**src/rtl/chan_status_pkg.sv**
```systemverilog
package chan_status_pkg;
    localparam int NUM_PAIRS = 3;
    localparam int CLK_W     = 3;
    localparam int CS_W      = 3;
    localparam int CLK_LSB   = 4;
    localparam int CS_LSB    = 7;
    localparam int PRES_BIT  = 12;
    localparam int ROM_BIT   = 13;
    localparam int USED_W    = 14;

    typedef enum logic {
        CS_IDLE,
        CS_REPORT
    } cs_state_e;

    // pair 0: expansion, pair 1: transfer complete, pair 2: external
    function automatic int mask_pos(input int idx);
        case (idx)
            0:       return 0;
            1:       return 2;
            default: return 10;
        endcase
    endfunction

    function automatic int flag_pos(input int idx);
        return mask_pos(idx) + 1;
    endfunction
endpackage

```
**src/rtl/irq_pair.sv**
```systemverilog
module irq_pair #(
    parameter bit WRITABLE = 1'b1
) (
    input  logic clk,
    input  logic rst_n,
    input  logic wr_en,
    input  logic wr_mask,
    input  logic wr_clr,
    input  logic hw_set,
    output logic mask_q,
    output logic flag_q
);
    logic wr_ok;
    assign wr_ok = WRITABLE & wr_en;

    always_ff @(posedge clk) begin
        if (!rst_n) begin
            mask_q <= 1'b0;
            flag_q <= 1'b0;
        end else begin
            if (wr_ok)
                mask_q <= wr_mask;
            if (hw_set)
                flag_q <= 1'b1;
            else if (wr_ok && wr_clr)
                flag_q <= 1'b0;
        end
    end

    a_r10_set_wins: assert property (@(posedge clk) disable iff (!rst_n)
        hw_set |=> flag_q);
endmodule

```
**src/rtl/cs_tracker.sv**
```systemverilog
module cs_tracker #(
    parameter int CS_W = 3
) (
    input  logic            clk,
    input  logic            rst_n,
    input  logic            wr_en,
    input  logic [CS_W-1:0] wr_cs,
    output logic [CS_W-1:0] cs_q,
    output logic            cs_notify,
    output logic [CS_W-1:0] cs_delta
);
    import chan_status_pkg::*;

    cs_state_e state_q, state_d;
    logic      change;

    assign change = wr_en && (wr_cs != cs_q);

    always_comb begin
        state_d = CS_IDLE;
        unique case (state_q)
            CS_IDLE:   state_d = change ? CS_REPORT : CS_IDLE;
            CS_REPORT: state_d = change ? CS_REPORT : CS_IDLE;
            default:   state_d = CS_IDLE;
        endcase
    end

    always_ff @(posedge clk) begin
        if (!rst_n) begin
            state_q  <= CS_IDLE;
            cs_q     <= '0;
            cs_delta <= '0;
        end else begin
            state_q <= state_d;
            if (wr_en)
                cs_q <= wr_cs;
            if (change)
                cs_delta <= cs_q ^ wr_cs;
        end
    end

    always_comb begin
        cs_notify = 1'b0;
        unique case (state_q)
            CS_IDLE:   cs_notify = 1'b0;
            CS_REPORT: cs_notify = 1'b1;
            default:   cs_notify = 1'b0;
        endcase
    end

    a_r8_notify_after_write: assert property (@(posedge clk) disable iff (!rst_n)
        cs_notify |-> ($past(wr_en) && cs_delta != '0));
endmodule

```
**src/rtl/chan_status_reg.sv**
```systemverilog
module chan_status_reg
    import chan_status_pkg::*;
#(
    parameter int CHAN_ID = 0,
    parameter int DATA_W  = 32
) (
    input  logic              clk,
    input  logic              rst_n,
    input  logic              wr_en,
    input  logic [DATA_W-1:0] wr_data,
    input  logic              dev_present,
    input  logic              xfer_done,
    input  logic              ext_event,
    input  logic              exp_event,
    output logic [DATA_W-1:0] rd_data,
    output logic              irq,
    output logic [CS_W-1:0]   cs_sel,
    output logic              cs_notify,
    output logic [CS_W-1:0]   cs_delta
);
    localparam bit EXT_WR = (CHAN_ID < 2);
    localparam bit ROM_WR = (CHAN_ID == 0);
    localparam bit PRES_ON = (CHAN_ID != 2);

    logic [NUM_PAIRS-1:0] mask_v, flag_v, set_v;
    logic [CLK_W-1:0]     clk_q;
    logic                 rom_q;
    logic                 unused_hi;

    assign unused_hi = ^wr_data[DATA_W-1:USED_W];
    assign set_v = {ext_event, xfer_done, exp_event};

    for (genvar i = 0; i < NUM_PAIRS; i++) begin : g_pair
        localparam bit WR_OK = (i == 2) ? EXT_WR : 1'b1;
        irq_pair #(.WRITABLE(WR_OK)) u_pair (
            .clk    (clk),
            .rst_n  (rst_n),
            .wr_en  (wr_en),
            .wr_mask(wr_data[mask_pos(i)]),
            .wr_clr (wr_data[flag_pos(i)]),
            .hw_set (set_v[i]),
            .mask_q (mask_v[i]),
            .flag_q (flag_v[i])
        );
    end

    always_ff @(posedge clk) begin
        if (!rst_n) begin
            clk_q <= '0;
            rom_q <= 1'b0;
        end else if (wr_en) begin
            clk_q <= wr_data[CLK_LSB +: CLK_W];
            if (ROM_WR)
                rom_q <= wr_data[ROM_BIT];
        end
    end

    cs_tracker #(.CS_W(CS_W)) u_cs (
        .clk      (clk),
        .rst_n    (rst_n),
        .wr_en    (wr_en),
        .wr_cs    (wr_data[CS_LSB +: CS_W]),
        .cs_q     (cs_sel),
        .cs_notify(cs_notify),
        .cs_delta (cs_delta)
    );

    always_comb begin
        rd_data = '0;
        for (int i = 0; i < NUM_PAIRS; i++) begin
            rd_data[mask_pos(i)] = mask_v[i];
            rd_data[flag_pos(i)] = flag_v[i];
        end
        rd_data[CLK_LSB +: CLK_W] = clk_q;
        rd_data[CS_LSB +: CS_W]   = cs_sel;
        rd_data[PRES_BIT]         = PRES_ON & dev_present;
        rd_data[ROM_BIT]          = rom_q;
    end

    assign irq = |(mask_v & flag_v);

    a_r9_irq_matches_word: assert property (@(posedge clk) disable iff (!rst_n)
        irq == ((rd_data[0] & rd_data[1]) | (rd_data[2] & rd_data[3]) |
                (rd_data[10] & rd_data[11])));

    a_r6_clock_stored: assert property (@(posedge clk) disable iff (!rst_n)
        wr_en |=> rd_data[CLK_LSB +: CLK_W] == $past(wr_data[CLK_LSB +: CLK_W]));

    a_r3_tc_clear: assert property (@(posedge clk) disable iff (!rst_n)
        (wr_en && wr_data[3] && !xfer_done) |=> !rd_data[3]);

    a_r5_rom_locked: assert property (@(posedge clk) disable iff (!rst_n)
        (CHAN_ID != 0) |-> !rd_data[ROM_BIT]);
endmodule

```
**config.mk**
```make
export PLATFORM = sky130hd
export DESIGN_NAME = chan_status_reg
export DESIGN_NICKNAME = d
export VERILOG_FILES = /design/src/rtl/chan_status_pkg.sv /design/src/rtl/irq_pair.sv /design/src/rtl/cs_tracker.sv /design/src/rtl/chan_status_reg.sv
export SDC_FILE = /design/constraint.sdc
export NUM_CORES = 1
export LEC_CHECK = 0
export BUFFER_PORTS_ARGS = -buffer_cell sky130_fd_sc_hd__buf_4
export CELL_PAD_IN_SITES_DETAIL_PLACEMENT = 1
export CELL_PAD_IN_SITES_GLOBAL_PLACEMENT = 1
export CORE_UTILIZATION = 25
export CTS_BUF_LIST = sky130_fd_sc_hd__clkbuf_2
export CTS_CLUSTER_DIAMETER = 40
export DETAILED_ROUTE_END_ITERATION = 10
export PLACE_DENSITY = 0.91
export SLEW_MARGIN = 25
export SYNTH_ARGS = -nofsm -noshare
export SYNTH_HDL_FRONTEND = slang
export SYNTH_HIERARCHICAL = 1
export SYNTH_SLANG_ARGS = --single-unit
```
**constraint.sdc**
```tcl
create_clock -name clk -period 1.2 [get_ports clk]
set_input_delay 0.18 -clock clk [delete_from_list [all_inputs] [get_ports clk]]
set_output_delay 0.18 -clock clk [all_outputs]
set_load 0.005 [all_outputs]
```
## Word level (Yosys, flattened, before mapping)

Cells that the tools add are included.

- Latch bits: 0
- Bits in read-only memories: 0
- Output and inout bits: 40
- Register bits after elaboration: 17
- Memories: 0
- Bits in writable memories: 0

- Bitwise operators: 3
- $mul: 0
- Divide/modulo/power cells: 0
- Mux-type cells: 8
- Reduce and logical (&&, ||, !) cells: 8
- Equality and inequality tests: 1
- Add/sub/neg operators: 0
- Shift operators: 0
- Magnitude comparators: 0

Operator list:

| operator | number |
|---|---|
| 2-to-1 mux 1 bit | 7 |
| nonzero test 2 bit | 3 |
| logical AND 1 bit | 4 |
| AND 3 bit | 1 |
| != test 3 bit | 1 |
| OR reduction 3 bit | 1 |
| XOR 3 bit | 1 |
| one-hot mux 1 bit (2 select lines) | 1 |
| NOT 1 bit | 1 |

## Depth between registers and ports, before layout

Gate-level depths: netlist (run 1).

- Word-level depth: 3
- Gate-level depth with buffers: 4
- Depth with buffers taken out: 3

## Modules after synthesis

Netlist (run 1), hierarchy kept.

By module, submodules not included:

| module | area each (um2) | instances | cells each | seq. area each (um2) |
|---|---|---|---|---|
| chan_status_reg | 342.8 | 1 | 39 | 80.1 |
| cs_tracker | 321.6 | 1 | 31 | 140.1 |
| irq_pair | 71.3 | 3 | 7 | 40.0 |

## Least setup slack after synthesis (run 1)

No wires, ideal clock.

- Path type: register to register
- Start point: reg u_cs.cs_q[0]
- End point: reg u_cs.cs_delta[2]
- Period minus slack after synthesis: 1064 ps
- Stages on the path, launching flop included: 4
- Setup slack: 136 ps
- Arrival time: 994 ps
- Path through: dfxtp_1 > xnor2_2 > or3b_1 > a21boi_1

- Longest elaborated chain between the ends: 2

Ends and longest elaborated chain:

| item | line | source |
|---|---|---|
| start, declared | cs_tracker.sv:8 | `output logic [CS_W-1:0] cs_q,` |
| start signal, assigned | cs_tracker.sv:36 | `cs_q <= wr_cs;` |
| != test 3 bit | cs_tracker.sv:17 | `assign change = wr_en && (wr_cs != cs_q);` |
| logical AND 1 bit | cs_tracker.sv:17 |  |
| end signal, assigned | cs_tracker.sv:38 | `cs_delta <= cs_q ^ wr_cs;` |
| end, declared | cs_tracker.sv:10 | `output logic [CS_W-1:0] cs_delta` |

Every way passes these cells.
A chain may end at the register's enable or synchronous reset.

## Final worst setup path (run 1)

- Start point: reg g_pair[0].u_pair.flag_q
- End point: out irq

- Longest elaborated chain between the ends: 2

Ends and longest elaborated chain:

| item | line | source |
|---|---|---|
| start, declared | irq_pair.sv:11 | `output logic flag_q` |
| start signal, assigned | irq_pair.sv:19 | `flag_q <= 1'b0;` |
| start signal, assigned | irq_pair.sv:24 | `flag_q <= 1'b1;` |
| start signal, assigned | irq_pair.sv:26 | `flag_q <= 1'b0;` |
| AND 3 bit | chan_status_reg.sv:80 | `assign irq = \|(mask_v & flag_v);` |
| OR reduction 3 bit | chan_status_reg.sv:80 |  |
| end, declared | chan_status_reg.sv:16 | `output logic irq,` |

Every way passes these cells.

==> flow_metrics.py, run 1 <==
metrics = {
    "placement": {
        "place_inst": 168,
        "post-place-ws_ps": 57.28,
        "io_buffers": 39,
        "placed_area_mm2": 0.001107,
        "hpwlAfterDp_um": 1534,
        "gp_congestion": 0.6391,
    },
    "final_layout": {
        "design_area_mm2": 0.001159,
        "layout.cells.most_common_list": "40 x buf_4, 18 x conb_1, 13 x dfxtp_1, 12 x mux2i_1, 10 x nor2b_1",
        "instances_no_fill": 174,
        "nets": 168,
        "area_growth_pct": 31.91,
        "layout_commonest_cell": "buf_4",
        "diodes": 0,
        "layout-drive-gt1-share_pct": 40.63,
        "final_util_pct": 34.45,
    },
    "min_path": {
        "worstHoldPathType": "in2reg",
    },
    "floorplanning": {
        "die-area_mm2": 0.003755,
        "die_x_um": 61.28,
        "boundaryPins": 79,
        "num_rows": 21,
        "initial_utilization_pct": 26.12,
        "die_y_um": 61.28,
        "coreArea_mm2": 0.003363,
    },
    "flow_run": {
        "cap_viol_max_count": 0,
    },
    "synthesis": {
        "synth_fa_ha_area_share_pct": 0,
        "synth_top_family_by_area": "buffers and inverters",
        "yosysWarnings": 6,
        "synthXorXnorAreaFrac_pct": 3.846,
        "avgSynthCellArea_um2": 9.652,
        "ys_seq_elements": 17,
        "syn-cell-area_um2": 878.3,
        "yosysTopAreaCell": "dfxtp_1",
        "synth.area.mux_share_pct": 13.68,
        "netlist.area_leader.share_pct": 38.75,
        "seq_area_frac_synth_pct": 38.75,
        "synthTopCellsByArea": "dfxtp_1 39%, buf_4 21%, mux2i_1 14%, nor2b_1 7.1%, inv_1 2.6%",
        "synthSimpleGateAreaFrac_pct": 10.83,
        "syn_inst": 91,
        "ys_types": 19,
        "synth-compound-area-share_pct": 8.832,
    },
    "clocking": {
        "cts_sinks": 17,
        "path_clk_slew_ps": 170,
        "cts_buffer_depth": 2,
        "cts_buffers": 3,
        "clock-root-buffer": "clkbuf_2",
        "cts_tree": "done",
        "insertion_delay_ps": 280,
        "ctsHtreeMaxLevel": 1,
    },
    "timing": {
        "setup_viol_count_final": 1,
        "fin_skew_ps": 1.770,
        "fmax_ghz": 0.7418,
        "slew_viol_final": 0,
        "timing_hold_violations_final": 0,
        "finalCriticalPeriod_ps": 1348,
        "fin_ws_ps": -148.0,
        "period_share_pct": 112.3,
        "rsz0062_at_grt": "yes",
        "finalSetupTns_ps": -148.0,
        "timing.hold.ws_ps": 58.92,
    },
    "global_route": {
        "gr-total-overflow": 0,
        "grt_max_degree": 19,
        "grt_pass1_wl_um": 2822,
        "antenna_found_initial": 0,
        "grt_pass1_vias": 663,
        "grt_use_total_pct": 10.27,
    },
    "detailed_routing": {
        "routed_wl_um": 1995,
        "antenna_left": 0,
        "post_drt_wl_per_cell_um": 11.47,
        "vias": 696,
        "drt_drc_violations_left": 0,
        "drt_iter0_markers": 4,
        "vias_per_cell": 4.000,
        "first_pass_iters": 4,
    },
    "power_and_ir_drop": {
        "ir_drop_v": 0.0003367,
        "power.leakage_nw": 0.5915,
        "cellPowerDensity_mw_per_mm2": 1006,
        "power_mw": 1.166,
    },
    "setup_path": {
        "cp_top_family": "flip-flops",
        "worst_ep_required_time_ps": 1020,
        "crit_type": "reg2out",
        "crit_slowest_cell": "dfxtp_2",
        "worstPathMaxFanout": 2,
        "worstPathArrival_ps": 1170,
        "cp_num_buf_inv": 2,
        "critPathMaxStageDelay_ps": 360,
        "crit_path_end_kind": "output port",
        "startpoint_type": "register",
        "crit_chain": "a222oi_1 > inv_1 > buf_6",
    },
    "status": {
        "status": "finished, violations left",
        "violations": "setup timing",
    },
}
-- flip-flops by register name (all words and copies together) (netlist names) --
signal / flops
clk_q: 3
g_pair.u_pair/flag_q: 3
g_pair.u_pair/mask_q: 3
u_cs/cs_delta: 3
u_cs/cs_q: 3
rom_q: 1
u_cs/state_q: 1
-- worst reg2reg max path: stages, from the launching register on --
cell	delay [ps]
dfxtp_2	380
xnor2_2	190
or3b_1	380
a21boi_1	120
-- layout make-up --
class / instances / area (um2)
Timing Repair Buffer: 41 / 311.5
Inverter: 6 / 22.52
Clock buffer: 4 / 20.02
Multi-Input combinational cell: 60 / 401.6
Tap cell: 46 / 57.56
Fill cell: 426 / 2205
Sequential cell: 17 / 345.3
-- routing by layer --
| metal | wire [um] | vias to the layer above | part of all wire [%] | GRT usage (%) |
|---|---|---|---|---|
| li1 | - | 332 | - | - |
| met1 | 732 | 333 | 37 | 11.52 |
| met2 | 1142 | 31 | 57 | 19.41 |
| met3 | 119 | 0 | 6.0 | 2.101 |
| met4 | 0 | 0 | 0 | 2.922 |
| met5 | 0 | - | 0 | 0 |
-- what timing repair did --
item,4_1_cts,5_1_grt
setup buffers,1,1
hold buffers,0,0
gates resized for setup,1,5
endpoints found under the setup margin,1,4
pin swaps,0,2
-- final timing paths --
path	start	endpoint	slack, ps	depth (start not counted)
worst max-delay path	g_pair[0].u_pair/flag_q$_SDFFE_PN0P_	irq	-150	3
worst min-delay path	wr_data[3]	g_pair[1].u_pair/flag_q$_SDFFE_PN0P_	60	2
worst max register to register	u_cs/cs_q[0]$_SDFFE_PN0P_	u_cs/cs_delta[1]$_SDFFE_PN0P_	80	3
worst min register to register	rom_q$_SDFFE_PN0P_	rom_q$_SDFFE_PN0P_	540	2
-- synthesized netlist by cell type (all sizes together) --
cell    count
inv         6
a21boi      2
o21ai       4
buf        25
or3b        2
a21oi       1
nor2b      10
a31o        1
nand3b      1
conb        1
nor2        1
a31oi       3
nand2       1
xnor2       1
xor2        2
a222oi      1
mux2i      12
dfxtp      17
-- where the power goes --
part / internal, mW / switching, mW
Sequential: 0.607 / 0.0319
Combinational: 0.153 / 0.109
Clock: 0.0884 / 0.177
Total: 0.848 / 0.317
-- cell families (layout without fill, tap and decap cells) --
kind of cell / after synthesis / after routing
simple gates: 15 / 15
buf+inv: 31 / 51
xor+xnor: 3 / 3
mux: 12 / 12
other cells: 1 / 18
flops: 17 / 17
compound gates: 12 / 12
(Power assumes the default switching activity.)
==> inputs of run 2 (changes only) <==
PLACE_DENSITY = 0.9   (was 0.91)
==> flow_metrics.py, run 2 (synthesis gave the netlist of run 1 again) <==
metrics = {
    "status": {
        "status": "finished, violations left",
        "violations": "setup timing",
    },
    "final_layout": {
        "layout_commonest_cell": "buf_4",
        "filler_cell_count": 420,
        "area_growth_pct": 33.05,
        "layout.cells.most_common_list": "40 x buf_4, 18 x conb_1, 14 x dfxtp_1, 12 x mux2i_1, 10 x nor2b_1",
        "instances_no_fill": 174,
        "diodes": 0,
        "nets": 168,
        "layout-drive-gt1-share_pct": 39.84,
        "final_util_pct": 34.75,
    },
    "timing": {
        "fin_skew_ps": 1.819,
        "finalCriticalPeriod_ps": 1347,
        "fin_ws_ps": -147.4,
        "timing.hold.ws_ps": 52.57,
        "timing_hold_violations_final": 0,
        "period_share_pct": 112.3,
        "slew_viol_final": 0,
        "rsz0062_at_grt": "yes",
        "finalSetupTns_ps": -147.4,
        "setup_viol_count_final": 1,
        "fmax_ghz": 0.7422,
    },
    "placement": {
        "gp_congestion": 0.6626,
        "post-place-ws_ps": 13.00,
        "place_inst": 168,
        "hpwlAfterDp_um": 1472,
        "io_buffers": 39,
    },
    "detailed_routing": {
        "routed_wl_um": 1888,
        "post_drt_wl_per_cell_um": 10.85,
        "drt_drc_violations_left": 0,
        "vias_per_cell": 3.960,
        "drt_iter0_markers": 7,
        "vias": 689,
        "first_pass_iters": 4,
        "antenna_left": 0,
    },
    "floorplanning": {
        "die_x_um": 61.28,
        "die_y_um": 61.28,
        "boundaryPins": 79,
        "die-area_mm2": 0.003755,
        "initial_utilization_pct": 26.12,
        "coreArea_mm2": 0.003363,
        "num_rows": 21,
    },
    "global_route": {
        "grt_pass1_wl_um": 2856,
        "grt_max_degree": 19,
        "gr-total-overflow": 0,
        "grt_pass1_vias": 673,
        "grt_use_total_pct": 10.74,
        "antenna_found_initial": 0,
    },
    "setup_path": {
        "startpoint_type": "register",
        "crit_type": "reg2out",
        "worst_ep_required_time_ps": 1020,
        "crit_path_end_kind": "output port",
        "worstPathArrival_ps": 1170,
        "ff2ff_path_depth": 3,
        "worstPathMaxFanout": 2,
    },
    "clocking": {
        "clock-root-buffer": "clkbuf_2",
        "cts_buffer_depth": 2,
        "ctsHtreeMaxLevel": 1,
        "cts-hold-fix-buffers": 0,
        "insertion_delay_ps": 290,
        "path_clk_slew_ps": 160,
        "cts_buffers": 3,
        "cts_sinks": 17,
        "cts_tree": "done",
    },
    "flow_run": {
        "cap_viol_max_count": 0,
    },
    "min_path": {
        "holdPathStages": 2,
        "worstHoldPathType": "in2reg",
    },
    "power_and_ir_drop": {
        "cellPowerDensity_mw_per_mm2": 992.7,
        "ir_drop_v": 0.0004368,
        "power.leakage_nw": 0.5923,
    },
}
[run 2: final timing paths]
kind / from / to / slack [ps]
max: g_pair[0].u_pair/mask_q$_SDFFE_PN0P_ / irq / -150
min: wr_data[3] / g_pair[1].u_pair/flag_q$_SDFFE_PN0P_ / 50
max reg2reg: u_cs/cs_q[0]$_SDFFE_PN0P_ / u_cs/cs_delta[1]$_SDFFE_PN0P_ / 70
min reg2reg: clk_q[1]$_SDFFE_PN0P_ / clk_q[1]$_SDFFE_PN0P_ / 530
[run 2: per-layer routing]
metal,global-route usage [%],wire length (um),vias up
li1,-,-,334
met1,11.37,804,316
met2,19.57,948,39
met3,4.412,134,0
met4,2.922,0,0
met5,0,0,-
[run 2: repair_timing]
action                                  CTS  global route
setup buffers                             2             0
endpoints found under the setup margin    2             3
pin swaps                                 2             1
resized for setup                         3             3
[run 2: area by class of cell]
type	count	area (um2)	area share (%)
multi-input combinational	60	412.9	35.33
sequential	17	344.1	29.44
timing repair buffer	41	311.5	26.66
tap	46	57.56	4.925
inverter	6	22.52	1.927
clock buffer	3	15.01	1.285
clock inverter	1	5.005	0.4283
[run 2: worst max-delay path: stages (launching register included)]
cell and delay [ps]:
dfxtp_2 360, a222oi_1 320, inv_1 90, buf_6 120
[run 2: report_power, final]
| part | internal (mW) | switching (mW) | total, mW |
|---|---|---|---|
| Sequential | 0.606 | 0.0318 | 0.638 |
| Combinational | 0.157 | 0.108 | 0.265 |
| Clock | 0.0755 | 0.182 | 0.257 |
[run 2: through the flow]
| step | cell area, um2 | power [mW] |
|---|---|---|
| 6_report | 1169 | 1.160 |
| 3_3_place_gp | 1107 | 0.8866 |
| 5_1_grt | 1169 | 1.246 |
| 4_1_cts | 1146 | 1.180 |
| 2_1_floorplan | 942.2 | 0.8065 |
| 3_5_place_dp | 1107 | 0.9027 |
==> inputs of run 3 (changes only) <==
CELL_PAD_IN_SITES_DETAIL_PLACEMENT = not set   (was 1)
CELL_PAD_IN_SITES_GLOBAL_PLACEMENT = not set   (was 1)
PLACE_DENSITY = 0.67   (was 0.9)
==> flow_metrics.py, run 3 (synthesis gave the netlist of run 1 again) <==
metrics = {
    "status": {
        "status": "finished, violations left",
        "violations": "setup timing",
    },
    "power_and_ir_drop": {
        "p_int_mw": 0.8496,
        "pwr-share-clk_pct": 22.7,
        "power.leakage_nw": 0.5952,
        "pwr-share-seq_pct": 54.9,
        "swShare_pct": 26.68,
        "combPwrFrac_pct": 22.4,
        "ir_drop_v": 0.0003372,
        "switching_power_mw": 0.3091,
        "cellPowerDensity_mw_per_mm2": 997.9,
    },
    "global_route": {
        "grt_pass1_vias": 599,
        "grt_max_degree": 19,
        "grt_use_total_pct": 9.785,
        "gr-total-overflow": 0,
        "antenna_found_initial": 0,
        "grt_pass1_wl_um": 2601,
    },
    "placement": {
        "io_buffers": 39,
        "gp_congestion": 0.6313,
        "post-place-ws_ps": 103.8,
        "place_inst": 169,
        "hpwlAfterDp_um": 1268,
    },
    "detailed_routing": {
        "post_drt_wl_per_cell_um": 9.663,
        "drt_iter0_markers": 16,
        "drt_drc_violations_left": 0,
        "vias": 677,
        "routed_wl_um": 1691,
        "antenna_left": 0,
        "vias_per_cell": 3.869,
        "first_pass_iters": 4,
    },
    "final_layout": {
        "filler_cell_count": 359,
        "instances_no_fill": 175,
        "nets": 169,
        "layout_commonest_cell": "buf_4",
        "layout-drive-gt1-share_pct": 40.31,
        "area_growth_pct": 32.19,
        "diodes": 0,
        "layout.cells.most_common_list": "42 x buf_4, 18 x conb_1, 14 x dfxtp_1, 12 x mux2i_1, 10 x nor2b_1",
    },
    "setup_path": {
        "startpoint_type": "register",
        "worstPathMaxFanout": 2,
        "crit_chain": "a222oi_1 > inv_1 > buf_4",
        "critPathMaxStageDelay_ps": 350,
        "crit_slowest_cell": "dfxtp_2",
        "crit_type": "reg2out",
        "worstPathArrival_ps": 1160,
        "crit_path_end_kind": "output port",
        "worst_ep_required_time_ps": 1020,
    },
    "timing": {
        "period_share_pct": 111.6,
        "timing.hold.ws_ps": 52.84,
        "finalSetupTns_ps": -139.2,
        "fin_ws_ps": -139.2,
        "timing_hold_violations_final": 0,
        "setup_viol_count_final": 1,
        "rsz0062_at_grt": "yes",
        "fmax_ghz": 0.7467,
        "fin_skew_ps": 0.5055,
        "finalCriticalPeriod_ps": 1339,
        "slew_viol_final": 0,
    },
    "floorplanning": {
        "die_y_um": 61.28,
        "coreArea_mm2": 0.003363,
        "initial_utilization_pct": 26.12,
        "die-area_mm2": 0.003755,
        "die_x_um": 61.28,
        "num_rows": 21,
        "boundaryPins": 79,
    },
    "clocking": {
        "cts_buffer_depth": 2,
        "path_clk_slew_ps": 160,
        "insertion_delay_ps": 280,
        "clock-root-buffer": "clkbuf_2",
        "cts_buffers": 3,
        "cts-hold-fix-buffers": 0,
        "cts_tree": "done",
        "cts_sinks": 17,
        "ctsHtreeMaxLevel": 1,
    },
    "flow_run": {
        "cap_viol_max_count": 0,
    },
    "min_path": {
        "worstHoldPathType": "in2reg",
    },
}
run 3: cell count changes in the layout (fill, tap and decap cells not counted):
cell / previous run / this run
buf_4: 40 / 42
buf_6: 1 / 0
clkbuf_2: 3 / 4
clkinv_2: 1 / 0
xnor2_2: 0 / 1
xnor2_4: 1 / 0
run 3: cell type report:
| class | count | area (um2) | share of cell area, % |
|---|---|---|---|
| Inverter | 6 | 22.52 | 1.940 |
| Sequential cell | 17 | 344.1 | 29.63 |
| Timing Repair Buffer | 42 | 315.3 | 27.16 |
| Tap cell | 46 | 57.56 | 4.957 |
| Clock buffer | 4 | 20.02 | 1.724 |
| Multi-Input combinational cell | 60 | 401.6 | 34.59 |
run 3: timing repair:
action | in CTS | in global routing
pin swaps | 0 | 1
setup buffers | 1 | 1
resized for setup | 2 | 2
endpoints found under the setup margin | 1 | 3
run 3: layer usage:
metal / global-route usage, % / wire length, um
met5: 0 / 0
met2: 15.84 / 874
met3: 2.521 / 107
met4: 6.169 / 12
met1: 11.52 / 698
run 3: power by group through the flow:
stage / registers (mW) / clock network, mW / logic [mW]
detailed placement: 0.648 / 0 / 0.251
global placement: 0.645 / 0 / 0.245
CTS: 0.636 / 0.289 / 0.255
floorplan: 0.646 / 0 / 0.160
finish: 0.636 / 0.263 / 0.260
global route: 0.643 / 0.318 / 0.291
run 3: worst max-delay path, delay by kind of cell (launching register included):
kind | cells | cell delay (ps)
AO/OA/AOI/OAI | 1 | 310
buffers and inverters | 2 | 210
flip-flops | 1 | 350
run 3: worst paths after layout:
kind                                                      startpoint                                   end  slack (ps)  cells after the start
worst min register to register                    rom_q$_SDFFE_PN0P_                    rom_q$_SDFFE_PN0P_         540                      2
worst min-delay path                                      wr_data[1]  g_pair[0].u_pair/flag_q$_SDFFE_PN0P_          50                      2
worst max register to register             u_cs/cs_q[2]$_SDFFE_PN0P_         u_cs/cs_delta[1]$_SDFFE_PN0P_          70                      3
worst max-delay path            g_pair[0].u_pair/mask_q$_SDFFE_PN0P_                                   irq        -140                      3
run 3: stage by stage:
| stage | cell area, um2 | util, % | power, mW |
|---|---|---|---|
| 2_1_floorplan | 942.2 | - | 0.8065 |
| 3_3_place_gp | 1115 | 33.15 | 0.8900 |
| 3_5_place_dp | 1115 | 33.15 | 0.8992 |
| 4_1_cts | 1145 | 34.04 | 1.180 |
| 5_1_grt | 1161 | 34.52 | 1.252 |
| 6_report | 1161 | 34.52 | 1.159 |
